==> config.mk <==
export PLATFORM = sky130hd
export DESIGN_NAME = gpio_irq_ctrl
export DESIGN_NICKNAME = d
export VERILOG_FILES = /design/src/rtl/gpio_irq_pkg.sv /design/src/rtl/gpio_sync.sv /design/src/rtl/gpio_pin_detect.sv /design/src/rtl/gpio_status.sv /design/src/rtl/gpio_irq_ctrl.sv
export SDC_FILE = /design/constraint.sdc
export NUM_CORES = 1
export LEC_CHECK = 0
export BUFFER_PORTS_ARGS = -buffer_cell sky130_fd_sc_hd__buf_2
export CORE_UTILIZATION = 50
export DETAILED_ROUTE_END_ITERATION = 10
export GPL_ROUTABILITY_DRIVEN = 1
export PLACE_DENSITY = 0.75
export SKIP_CTS_REPAIR_TIMING = 1
export SLEW_MARGIN = 20
export SYNTH_ARGS = -nofsm -noshare
export SYNTH_HDL_FRONTEND = slang
export SYNTH_SLANG_ARGS = --single-unit
==> constraint.sdc <==
create_clock -name clk -period 2.1 [get_ports clk]
set_input_delay 0.105 -clock clk [delete_from_list [all_inputs] [get_ports clk]]
set_output_delay 0.105 -clock clk [all_outputs]
set_load 0.02 [all_outputs]
==> src/rtl/gpio_irq_pkg.sv <==
// Shared definitions for the interrupt-capable GPIO controller.
// Assumes word-aligned byte addresses; the word index is address bits 4:2.
package gpio_irq_pkg;

    // Register word index (byte offset / 4); the order fixes the address map.
    typedef enum logic [2:0] {
        IDX_DATA   = 3'd0,
        IDX_DIR    = 3'd1,
        IDX_PAD    = 3'd2,
        IDX_MODE_L = 3'd3,
        IDX_MODE_H = 3'd4,
        IDX_MASK   = 3'd5,
        IDX_STAT   = 3'd6,
        IDX_ANYEDG = 3'd7
    } reg_idx_e;

    // Per-pin detection code: bit 1 = edge mode, bit 0 = polarity.
    typedef enum logic [1:0] {
        MODE_LOW  = 2'b00,
        MODE_HIGH = 2'b01,
        MODE_RISE = 2'b10,
        MODE_FALL = 2'b11
    } irq_mode_e;

    localparam int unsigned IDX_LSB = 2;
    localparam int unsigned IDX_W   = 3;

endpackage

==> src/rtl/gpio_sync.sv <==
// Multi-stage synchronizer for asynchronous pad levels.
// Assumes STAGES >= 1; all stages clear to 0 on reset.
module gpio_sync #(
    parameter int unsigned WIDTH  = 32,
    parameter int unsigned STAGES = 2
) (
    input  logic             clk,
    input  logic             rst_n,
    input  logic [WIDTH-1:0] async_i,
    output logic [WIDTH-1:0] sync_o
);

    logic [WIDTH-1:0] chain_q [STAGES];

    // Shift the pad levels through the flop chain.
    always_ff @(posedge clk) begin
        if (!rst_n) begin
            for (int s = 0; s < STAGES; s++) begin
                chain_q[s] <= '0;
            end
        end else begin
            chain_q[0] <= async_i;
            for (int s = 1; s < STAGES; s++) begin
                chain_q[s] <= chain_q[s-1];
            end
        end
    end

    assign sync_o = chain_q[STAGES-1];

endmodule

==> src/rtl/gpio_pin_detect.sv <==
// Interrupt condition for one pin, purely combinational.
// Assumes level_prev is the stored pad level and level_now the synchronized one.
// The pin is evaluated when its level changes or when eval_all is raised.
module gpio_pin_detect
    import gpio_irq_pkg::*;
(
    input  logic      is_input,
    input  logic      any_edge,
    input  logic      eval_all,
    input  irq_mode_e mode,
    input  logic      level_now,
    input  logic      level_prev,
    output logic      hit
);

    logic changed;
    logic evaluate;

    assign changed  = level_now ^ level_prev;
    assign evaluate = changed | eval_all;

    // Decide whether this evaluation sets the pin's status bit.
    always_comb begin
        hit = 1'b0;
        if (is_input && evaluate) begin
            if (any_edge) begin
                hit = changed;
            end else begin
                case (mode)
                    MODE_LOW:  hit = ~level_now;
                    MODE_HIGH: hit = level_now;
                    MODE_RISE: hit = changed & level_now;
                    MODE_FALL: hit = changed & ~level_now;
                    default:   hit = 1'b0;
                endcase
            end
        end
    end

endmodule

==> src/rtl/gpio_status.sv <==
// Interrupt status bits with write-1-to-clear and the masked request output.
// Assumes hit_i and clr_i are single-cycle vectors; a hit beats a clear.
module gpio_status #(
    parameter int unsigned PINS = 32
) (
    input  logic            clk,
    input  logic            rst_n,
    input  logic [PINS-1:0] hit_i,
    input  logic [PINS-1:0] clr_i,
    input  logic [PINS-1:0] mask_i,
    output logic [PINS-1:0] status_o,
    output logic            irq_o
);

    logic [PINS-1:0] isr_q;

    // Clear the written bits, then set the bits of new detections.
    always_ff @(posedge clk) begin
        if (!rst_n) begin
            isr_q <= '0;
        end else begin
            isr_q <= (isr_q & ~clr_i) | hit_i;
        end
    end

    assign status_o = isr_q;
    assign irq_o    = |(isr_q & mask_i);

    // a cleared bit with no detection is gone one cycle later.
    a_r9_clear_drops: assert property (@(posedge clk) disable iff (!rst_n)
        ((clr_i & ~hit_i) != '0) |=> ((isr_q & $past(clr_i & ~hit_i)) == '0))
        else $error("a_r9_clear_drops");

    // every detection is visible one cycle later, even when it is cleared in the same cycle.
    a_r9_hit_wins: assert property (@(posedge clk) disable iff (!rst_n)
        $past(rst_n) |-> ((isr_q & $past(hit_i)) == $past(hit_i)))
        else $error("a_r9_hit_wins");

endmodule

==> src/rtl/gpio_irq_ctrl.sv <==
// Top of the interrupt-capable GPIO controller: register port, pad capture,
// per-pin detection and status. Assumes full-word accesses, with reads
// combinational on bus_addr and writes taking effect on the rising edge
// where bus_wr is high.
module gpio_irq_ctrl
    import gpio_irq_pkg::*;
#(
    parameter int unsigned PINS         = 32,
    parameter int unsigned ADDR_W       = 6,
    parameter int unsigned SYNC_STAGES  = 2,
    parameter bit          HAS_EDGE_SEL = 1'b1
) (
    input  logic              clk,
    input  logic              rst_n,
    input  logic [ADDR_W-1:0] bus_addr,
    input  logic              bus_wr,
    input  logic [PINS-1:0]   bus_wdata,
    output logic [PINS-1:0]   bus_rdata,
    input  logic [PINS-1:0]   pad_i,
    output logic [PINS-1:0]   gpio_o,
    output logic [PINS-1:0]   gpio_oe,
    output logic              irq_o
);

    localparam int unsigned MODE_W = 2 * PINS;
    localparam int unsigned HALF_W = MODE_W / 2;

    logic [PINS-1:0]   dr_q;
    logic [PINS-1:0]   dir_q;
    logic [MODE_W-1:0] mode_q;
    logic [PINS-1:0]   mask_q;
    logic [PINS-1:0]   anyedge_q;
    logic [PINS-1:0]   pad_q;
    logic [PINS-1:0]   pad_sync;
    logic [PINS-1:0]   hit_w;
    logic [PINS-1:0]   clr_w;
    logic [PINS-1:0]   stat_w;
    logic              addr_ok;
    logic              wr_ok;
    logic              eval_all;
    reg_idx_e          word;

    // Address decode: word-aligned offsets inside the map only.
    assign word    = reg_idx_e'(bus_addr[IDX_LSB +: IDX_W]);
    assign addr_ok = ((bus_addr >> (IDX_LSB + IDX_W)) == '0) && (bus_addr[IDX_LSB-1:0] == '0);
    assign wr_ok   = bus_wr && addr_ok;

    // Writes that trigger a re-evaluation of every pin.
    assign eval_all = wr_ok && ((word == IDX_DIR) || (word == IDX_MODE_L) ||
                                (word == IDX_MODE_H) || (word == IDX_STAT) ||
                                (HAS_EDGE_SEL && (word == IDX_ANYEDG)));

    assign clr_w = (wr_ok && (word == IDX_STAT)) ? bus_wdata : '0;

    // Software-written configuration registers.
    always_ff @(posedge clk) begin
        if (!rst_n) begin
            dr_q   <= '0;
            dir_q  <= '0;
            mode_q <= '0;
            mask_q <= '0;
        end else if (wr_ok) begin
            case (word)
                IDX_DATA:   dr_q                   <= bus_wdata;
                IDX_DIR:    dir_q                  <= bus_wdata;
                IDX_MODE_L: mode_q[HALF_W-1:0]     <= bus_wdata;
                IDX_MODE_H: mode_q[MODE_W-1:HALF_W] <= bus_wdata;
                IDX_MASK:   mask_q                 <= bus_wdata;
                default:    ;
            endcase
        end
    end

    // Optional any-edge register, or a constant zero when it is left out.
    generate
        if (HAS_EDGE_SEL) begin : g_anyedge
            always_ff @(posedge clk) begin
                if (!rst_n) begin
                    anyedge_q <= '0;
                end else if (wr_ok && (word == IDX_ANYEDG)) begin
                    anyedge_q <= bus_wdata;
                end
            end
        end else begin : g_no_anyedge
            assign anyedge_q = '0;
        end
    endgenerate

    gpio_sync #(
        .WIDTH  (PINS),
        .STAGES (SYNC_STAGES)
    ) u_sync (
        .clk     (clk),
        .rst_n   (rst_n),
        .async_i (pad_i),
        .sync_o  (pad_sync)
    );

    // Pad level register: the previous sample used for edge comparison.
    always_ff @(posedge clk) begin
        if (!rst_n) begin
            pad_q <= '0;
        end else begin
            pad_q <= pad_sync;
        end
    end

    // One detector per pin.
    generate
        for (genvar i = 0; i < PINS; i++) begin : g_pin
            gpio_pin_detect u_det (
                .is_input   (~dir_q[i]),
                .any_edge   (anyedge_q[i]),
                .eval_all   (eval_all),
                .mode       (irq_mode_e'(mode_q[2*i +: 2])),
                .level_now  (pad_sync[i]),
                .level_prev (pad_q[i]),
                .hit        (hit_w[i])
            );
        end
    endgenerate

    gpio_status #(
        .PINS (PINS)
    ) u_status (
        .clk      (clk),
        .rst_n    (rst_n),
        .hit_i    (hit_w),
        .clr_i    (clr_w),
        .mask_i   (mask_q),
        .status_o (stat_w),
        .irq_o    (irq_o)
    );

    assign gpio_oe = dir_q;
    assign gpio_o  = dr_q & dir_q;

    // Read multiplexer.
    always_comb begin
        bus_rdata = '0;
        if (addr_ok) begin
            case (word)
                IDX_DATA:   bus_rdata = (dr_q & dir_q) | (pad_q & ~dir_q);
                IDX_DIR:    bus_rdata = dir_q;
                IDX_PAD:    bus_rdata = pad_q & ~dir_q;
                IDX_MODE_L: bus_rdata = mode_q[HALF_W-1:0];
                IDX_MODE_H: bus_rdata = mode_q[MODE_W-1:HALF_W];
                IDX_MASK:   bus_rdata = mask_q;
                IDX_STAT:   bus_rdata = stat_w;
                IDX_ANYEDG: bus_rdata = anyedge_q;
                default:    bus_rdata = '0;
            endcase
        end
    end

    // the pin outputs move only after a write to the data or direction register.
    a_r2_out_hold: assert property (@(posedge clk) disable iff (!rst_n)
        !(wr_ok && ((word == IDX_DATA) || (word == IDX_DIR))) |=> ($stable(gpio_o) && $stable(gpio_oe)))
        else $error("a_r2_out_hold");

    // a status bit can rise only for a pin that was an input.
    a_r8_input_only: assert property (@(posedge clk) disable iff (!rst_n)
        $past(rst_n) |-> ((stat_w & ~$past(stat_w) & $past(dir_q)) == '0))
        else $error("a_r8_input_only");

    // an undecoded address reads zero.
    a_r12_bad_addr_zero: assert property (@(posedge clk) disable iff (!rst_n)
        !addr_ok |-> (bus_rdata == '0))
        else $error("a_r12_bad_addr_zero");

    // with a zero mask the request is low.
    a_r10_mask_off: assert property (@(posedge clk) disable iff (!rst_n)
        (mask_q == '0) |-> !irq_o)
        else $error("a_r10_mask_off");

endmodule

==> flow_summary_export.csv, run 1 <==
group,metric,value,unit
synthesis,ys.flop_type,"dfxtp_1",
clocking,clk_pin_slew,0.06,ns
clocking,clock_latency,0.53,ns
clocking,clock_path_buffers,3,
detailed_routing,drtIter0Drc,1641,
clocking,cts_tree,"yes",
run,drv_cap,0,
timing,worstMarginPinSlew,0.459,ns
critical_path,path_depth,5,
power,power_density,727,nW/µm²
floorplanning,start_util,51.3,%
timing,period_minus_slack,2.08,ns
timing,final_hold_viol_count,0,
floorplanning,die_y,180,µm
cells_and_area,final_util,63.2,%
timing,drv_slew,0,
critical_path,timing.rr.start,"u_sync.chain_q[0][43]",
detailed_routing,vias,15740,
critical_path,end_kind,"output pin",
timing,rsz0062_at_grt,"yes",
critical_path,slowest_stage,"dfxtp_1",
power,vdd_ir_drop_max,0.523,mV
synthesis,yosysSeqAreaShare,40.5,%
synthesis,async_reset_ff_share,0,%
critical_path,critPathBufInv,1,
detailed_routing,dr.pass1.iters,9,
critical_path,worstSetupPathType,"flip-flop to output pin",
power,p_leak,7.53,nW
placement,hpwl,37.3,mm
timing,setup_tns,0,ns
global_routing,gr-total-overflow,0,
synthesis,yosysUniqueCellTypes,60,
timing,whs,0.137,ns
critical_path,reg2reg_depth,4,
critical_path,cp_top_family,"compound AO/OA/AOI/OAI gates",
cells_and_area,stdcell_count,2570,
critical_path,cp_slowest_stage_delay,0.48,ns
cells_and_area,fin_nets,2222,
detailed_routing,vias_per_cell,6.12,
outcome,status,"finished with violations",
global_routing,grt_usage,32.9,%
global_routing,grt_pass1_vias,14469,
synthesis,synth_top_area_share,40.5,%
synthesis,synthTopCellsByArea,"dfxtp_1 (40%), nand2_1 (11%), a21boi_0 (5.8%), and2_1 (5.1%), a21oi_1 (4.0%)",
cells_and_area,layout-drive-gt1-share,18.0,%
timing,relSlewSlack,69.4,%
synthesis,ys_top_cells_by_count,"nand2_1 (451), dfxtp_1 (320), and2_1 (128)",
critical_path,start_kind,"flip-flop",
floorplanning,ios,170,
synthesis,syn_area,15800,µm²
placement,place_congestion,0.936,
critical_path,reg2reg_slack,0.62,ns
critical_path,cp-endpoint,"bus_rdata[4]",
critical_path,cp.required,2.00,ns
clocking,numCtsBuffers,36,
placement,port_buffers,169,
detailed_routing,drcViolationCount,7,
cells_and_area,multi_input_area,8870,µm²
synthesis,ys.warnings.count,0,
cells_and_area,diodes,0,
clocking,htree_levels,2,
outcome,violations,"DRC",
critical_path,startpoint,"mode_q[36]",
floorplanning,die_w,180,µm
clocking,clkSinkCount,320,
critical_path,arrival,1.98,ns
clocking,clock-root-buffer,"clkbuf_16",
cells_and_area,regArea,6430,µm²
timing,setup_violations,0,
detailed_routing,wl,55.3,mm
synthesis,syn_area_per_cell,8.17,µm²
global_routing,grt_pass1_wl,83.6,mm
timing,finalClockSkew,0.0134,ns
critical_path,r2r-end,"u_status.status_o[11]",
floorplanning,core_region_area,30800,µm²
detailed_routing,routedWlPerCell,21.5,µm
synthesis,syn_nets,2011,
timing,fin_crit_sh,99.1,%
critical_path,path_cells,"nand2b_1 > a22oi_1 > o22a_1 > a211oi_1 > buf_2",
synthesis,yosysMostFrequentCell,"nand2_1",
floorplanning,rows,64,
floorplanning,die-area,32400,µm²
global_routing,grt_max_degree,70,
synthesis,synth_top_cell_by_area,"dfxtp_1",
hold_path,min_path_type,"primary input to flip-flop",
critical_path,worstPathMaxFanout,4,
cells_and_area,area_delta_synth_final,23.1,%
cells_and_area,fill_cells,2569,
global_routing,antenna_found_initial,1,
synthesis,synthCells,1938,
detailed_routing,antenna_left,0,
timing,max_freq,480,MHz
synthesis,synth-seq-cells,320,
placement,dp_cells,2443,
synthesis,synth-edff-count,0,
## per-stage QoR
stage / total power (W) / instance area [µm²] / setup WS (ns)
detailed placement: 0.00759 / 17500 / 0.151
finish: 0.0142 / 19500 / 0.0186
floorplan: 0.00710 / 15800 / 0.276
CTS: 0.0140 / 18700 / -0.0742
global placement: 0.00756 / 17500 / 0.166
global route: 0.0145 / 19500 / -0.0395
## layout by cell type, fill, tap and decap left out, types with 12 or more instances in the layout
cell type / Yosys / layout
buf_2: 38 / 166
a221oi_1: 18 / 12
a21boi_0: 123 / 123
o21ai_0: 14 / 14
xnor2_1: 32 / 32
nand2_1: 451 / 451
inv_1: 43 / 43
a21boi_1: 69 / 69
nor2_1: 42 / 42
nand3b_1: 24 / 24
o21ai_2: 28 / 28
and3b_1: 24 / 24
clkbuf_16: 0 / 37
nor3_1: 23 / 23
buf_4: 1 / 44
buf_12: 0 / 24
nand3_1: 42 / 42
and3_1: 15 / 15
nor4b_1: 23 / 23
dlygate4sd3_1: 0 / 64
nor3b_1: 14 / 13
dfxtp_1: 320 / 299
nand2b_1: 15 / 14
a21oi_1: 127 / 127
nor2b_1: 26 / 26
a41o_1: 30 / 30
clkbuf_8: 0 / 12
mux2i_1: 36 / 36
and2_1: 128 / 128
dfxtp_2: 0 / 21
o22ai_1: 13 / 13
## state kept, by name, indices dropped and copies added, names as in the netlist
signal	cells
anyedge_q	32
u_status.status_o	32
mode_q	64
mask_q	32
dr_q	32
gpio_oe	32
u_sync.chain_q	64
pad_q	32
## kinds of logic (layout without fill, tap and decap cells)
| logic type | after synthesis | count (layout) | share of synthesized area [%] |
|---|---|---|---|
| compound gates | 517 | 517 | 23.5 |
| xor+xnor | 32 | 32 | 1.77 |
| buf+inv | 169 | 405 | 4.47 |
| flops | 320 | 320 | 40.5 |
| mux | 43 | 43 | 2.85 |
| simple gates | 857 | 857 | 27.0 |
## metal layers
layer	routed length [µm]	part of all wire, %	GRT usage [%]	vias to the layer above
met2	25400	46	53.1	883
met5	0	0	0	-
met3	5530	10	6.32	185
met4	2520	4.6	15.1	0
li1	-	-	-	7161
met1	21800	39	42.5	7511
## cell type report
| type | count | share of cell area (%) |
|---|---|---|
| Sequential cell | 320 | 33.0 |
| Clock buffer | 51 | 5.59 |
| Tap cell | 396 | 2.54 |
| Clock inverter | 12 | 0.751 |
| Inverter | 43 | 0.828 |
| Multi-Input combinational cell | 1449 | 45.5 |
| Timing Repair Buffer | 299 | 11.8 |
## power breakdown
group | internal (W) | switching (W)
clock network | 0.00398 | 0.00257
registers | 0.00623 | 0.000183
logic | 0.000549 | 0.000654
## worst min-delay path by stage
stage          slack [ns]  cells past startpoint       from                    end
6_report             0.14                      2      rst_n                dr_q[2]
3_3_place_gp         0.31                      2  pad_i[30]  u_sync.chain_q[0][30]
5_1_grt              0.16                      2      rst_n             mode_q[36]
4_1_cts             -0.23                      2  pad_i[21]  u_sync.chain_q[0][21]
2_1_floorplan        0.23                      1   pad_i[0]   u_sync.chain_q[0][0]
3_5_place_dp         0.31                      2  pad_i[21]  u_sync.chain_q[0][21]
No activity file was read; power rests on OpenSTA's default activity.
==> run 2: changes to the inputs <==
--- a/config.mk
+++ b/config.mk
@@ -5,11 +5,11 @@
 export SDC_FILE = /design/constraint.sdc
 export NUM_CORES = 1
 export LEC_CHECK = 0
-export BUFFER_PORTS_ARGS = -buffer_cell sky130_fd_sc_hd__buf_2
 export CORE_UTILIZATION = 50
 export DETAILED_ROUTE_END_ITERATION = 10
+export DONT_BUFFER_PORTS = 1
 export GPL_ROUTABILITY_DRIVEN = 1
-export PLACE_DENSITY = 0.75
+export PLACE_DENSITY = 0.7
 export SKIP_CTS_REPAIR_TIMING = 1
 export SLEW_MARGIN = 20
 export SYNTH_ARGS = -nofsm -noshare
==> run 2 against run 1 <==
Compared with the run above:
- the flow finishes with violations (DRC, setup timing)
- final cell count is 2.3% higher
- wire length is 8.2% higher
- cell area is 5.6% higher
- critical endpoint is now bus_rdata[13]
- largest power group unchanged
==> flow_summary_export.csv, run 2 (synthesized netlist as in run 1, its figures left out) <==
group,metric,value,unit
power,p_leak,8.03,nW
global_routing,grt_pass1_vias,13943,
detailed_routing,drcViolationCount,18,
cells_and_area,regArea,6430,µm²
detailed_routing,vias,16289,
global_routing,gr-total-overflow,0,
floorplanning,rows,64,
placement,hpwl,35.4,mm
outcome,violations,"DRC, setup timing",
clocking,clock-root-buffer,"clkbuf_16",
cells_and_area,fill_cells,2466,
timing,worstMarginPinSlew,0.606,ns
timing,finalClockSkew,0.00785,ns
cells_and_area,multi_input_area,8810,µm²
cells_and_area,fin_nets,2277,
hold_path,min_path_type,"primary input to flip-flop",
floorplanning,ios,170,
timing,setup_slack,-0.0267,ns
floorplanning,die_y,180,µm
clocking,numCtsBuffers,36,
timing,max_freq,470,MHz
global_routing,grt_pass1_wl,82.4,mm
cells_and_area,fin_area,20600,µm²
timing,period_minus_slack,2.13,ns
critical_path,worstSetupPathType,"flip-flop to output pin",
critical_path,cp.required,2.00,ns
timing,final_hold_viol_count,0,
critical_path,end_kind,"output pin",
timing,whs,0.00145,ns
clocking,cts_tree,"yes",
floorplanning,start_util,51.3,%
cells_and_area,top_regs,"mode_q: 64 flops, u_sync.chain_q: 64 flops",
floorplanning,core_region_area,30800,µm²
timing,setup_violations,1,
critical_path,worstPathMaxFanout,6,
power,power_density,685,nW/µm²
run,drv_cap,0,
floorplanning,die_w,180,µm
cells_and_area,final_cell_mix,"nand2_1 (451), dfxtp_1 (298), dlygate4sd3_1 (259)",
detailed_routing,wl,59.8,mm
placement,dp_slack,0.193,ns
clocking,clkSinkCount,320,
detailed_routing,dr.pass1.iters,9,
timing,relSlewSlack,59.5,%
detailed_routing,antenna_left,0,
clocking,clock_latency,0.52,ns
clocking,clock_path_buffers,3,
detailed_routing,vias_per_cell,6.20,
cells_and_area,layout-drive-gt1-share,11.0,%
outcome,status,"finished with violations",
global_routing,antenna_found_initial,3,
timing,drv_slew,0,
global_routing,grt_max_degree,353,
placement,port_buffers,0,
clocking,clk_pin_slew,0.06,ns
critical_path,start_kind,"flip-flop",
cells_and_area,final_common_cell,"nand2_1",
placement,placed_area,16600,µm²
timing,setup_tns,-0.0267,ns
placement,place_congestion,0.916,
cells_and_area,area_delta_synth_final,30.0,%
floorplanning,die-area,32400,µm²
detailed_routing,drtIter0Drc,1876,
critical_path,arrival,2.02,ns
global_routing,grt_usage,32.5,%
detailed_routing,routedWlPerCell,22.8,µm
clocking,htree_levels,2,
power,vdd_ir_drop_max,0.607,mV
timing,fin_crit_sh,101,%
==> run 2: changes by cell type in the layout (fill, tap and decap cells not counted), moves of 10 or more <==
| cell | change |
|---|---|
| and2_1 | -10 |
| buf_2 | -166 |
| buf_12 | -15 |
| and2_2 | +10 |
| buf_4 | +41 |
| dlygate4sd3_1 | +195 |
==> run 2: path summary, 6_finish.rpt <==
check,startpoint,to,slack (ns),cells past startpoint
max,gpio_oe[13],bus_rdata[13],-0.03,5
min,bus_addr[4],mode_q[0],0.001,4
max reg2reg,u_sync.chain_q[0][36],u_status.status_o[4],0.62,4
min reg2reg,u_sync.chain_q[0][31],u_sync.chain_q[0][63],0.43,1
==> run 2: area by class of cell <==
| class | count | share of cell area (%) |
|---|---|---|
| clock inverter | 13 | 0.961 |
| sequential | 320 | 31.3 |
| timing repair buffer | 354 | 16.7 |
| antenna | 4 | 0.0487 |
| multi-input combinational | 1449 | 42.8 |
| tap | 396 | 2.41 |
| clock buffer | 49 | 5.01 |
| inverter | 43 | 0.785 |
==> run 2: metal layers <==
metal	vias to the layer above	GRT usage (%)	part of all wire, %
met5	-	0	0
met4	0	13.2	5.2
met3	221	7.39	11
met2	992	52.7	45
met1	7784	41.8	38
li1	7292	-	-
==> run 2: critical path, cell delays in order, from the launching register on <==
cell	delay, ns
dfxtp_2	0.45
and2_1	0.29
a211oi_1	0.11
o22a_1	0.30
nor2_1	0.17
buf_4	0.17
==> run 2: power breakdown <==
group	total [W]	switching [W]	internal (W)
clock network	0.00666	0.00261	0.00405
logic	0.00103	0.000517	0.000516
registers	0.00641	0.000188	0.00622
==> run 2: through the flow <==
stage	power [W]	util [%]	std cells
5_1_grt	0.0144	66.7	2626
3_3_place_gp	0.00719	53.9	2301
6_report	0.0141	66.7	2628
4_1_cts	0.0138	57.9	2363
2_1_floorplan	0.00710	-	1938
3_5_place_dp	0.00722	53.9	2301
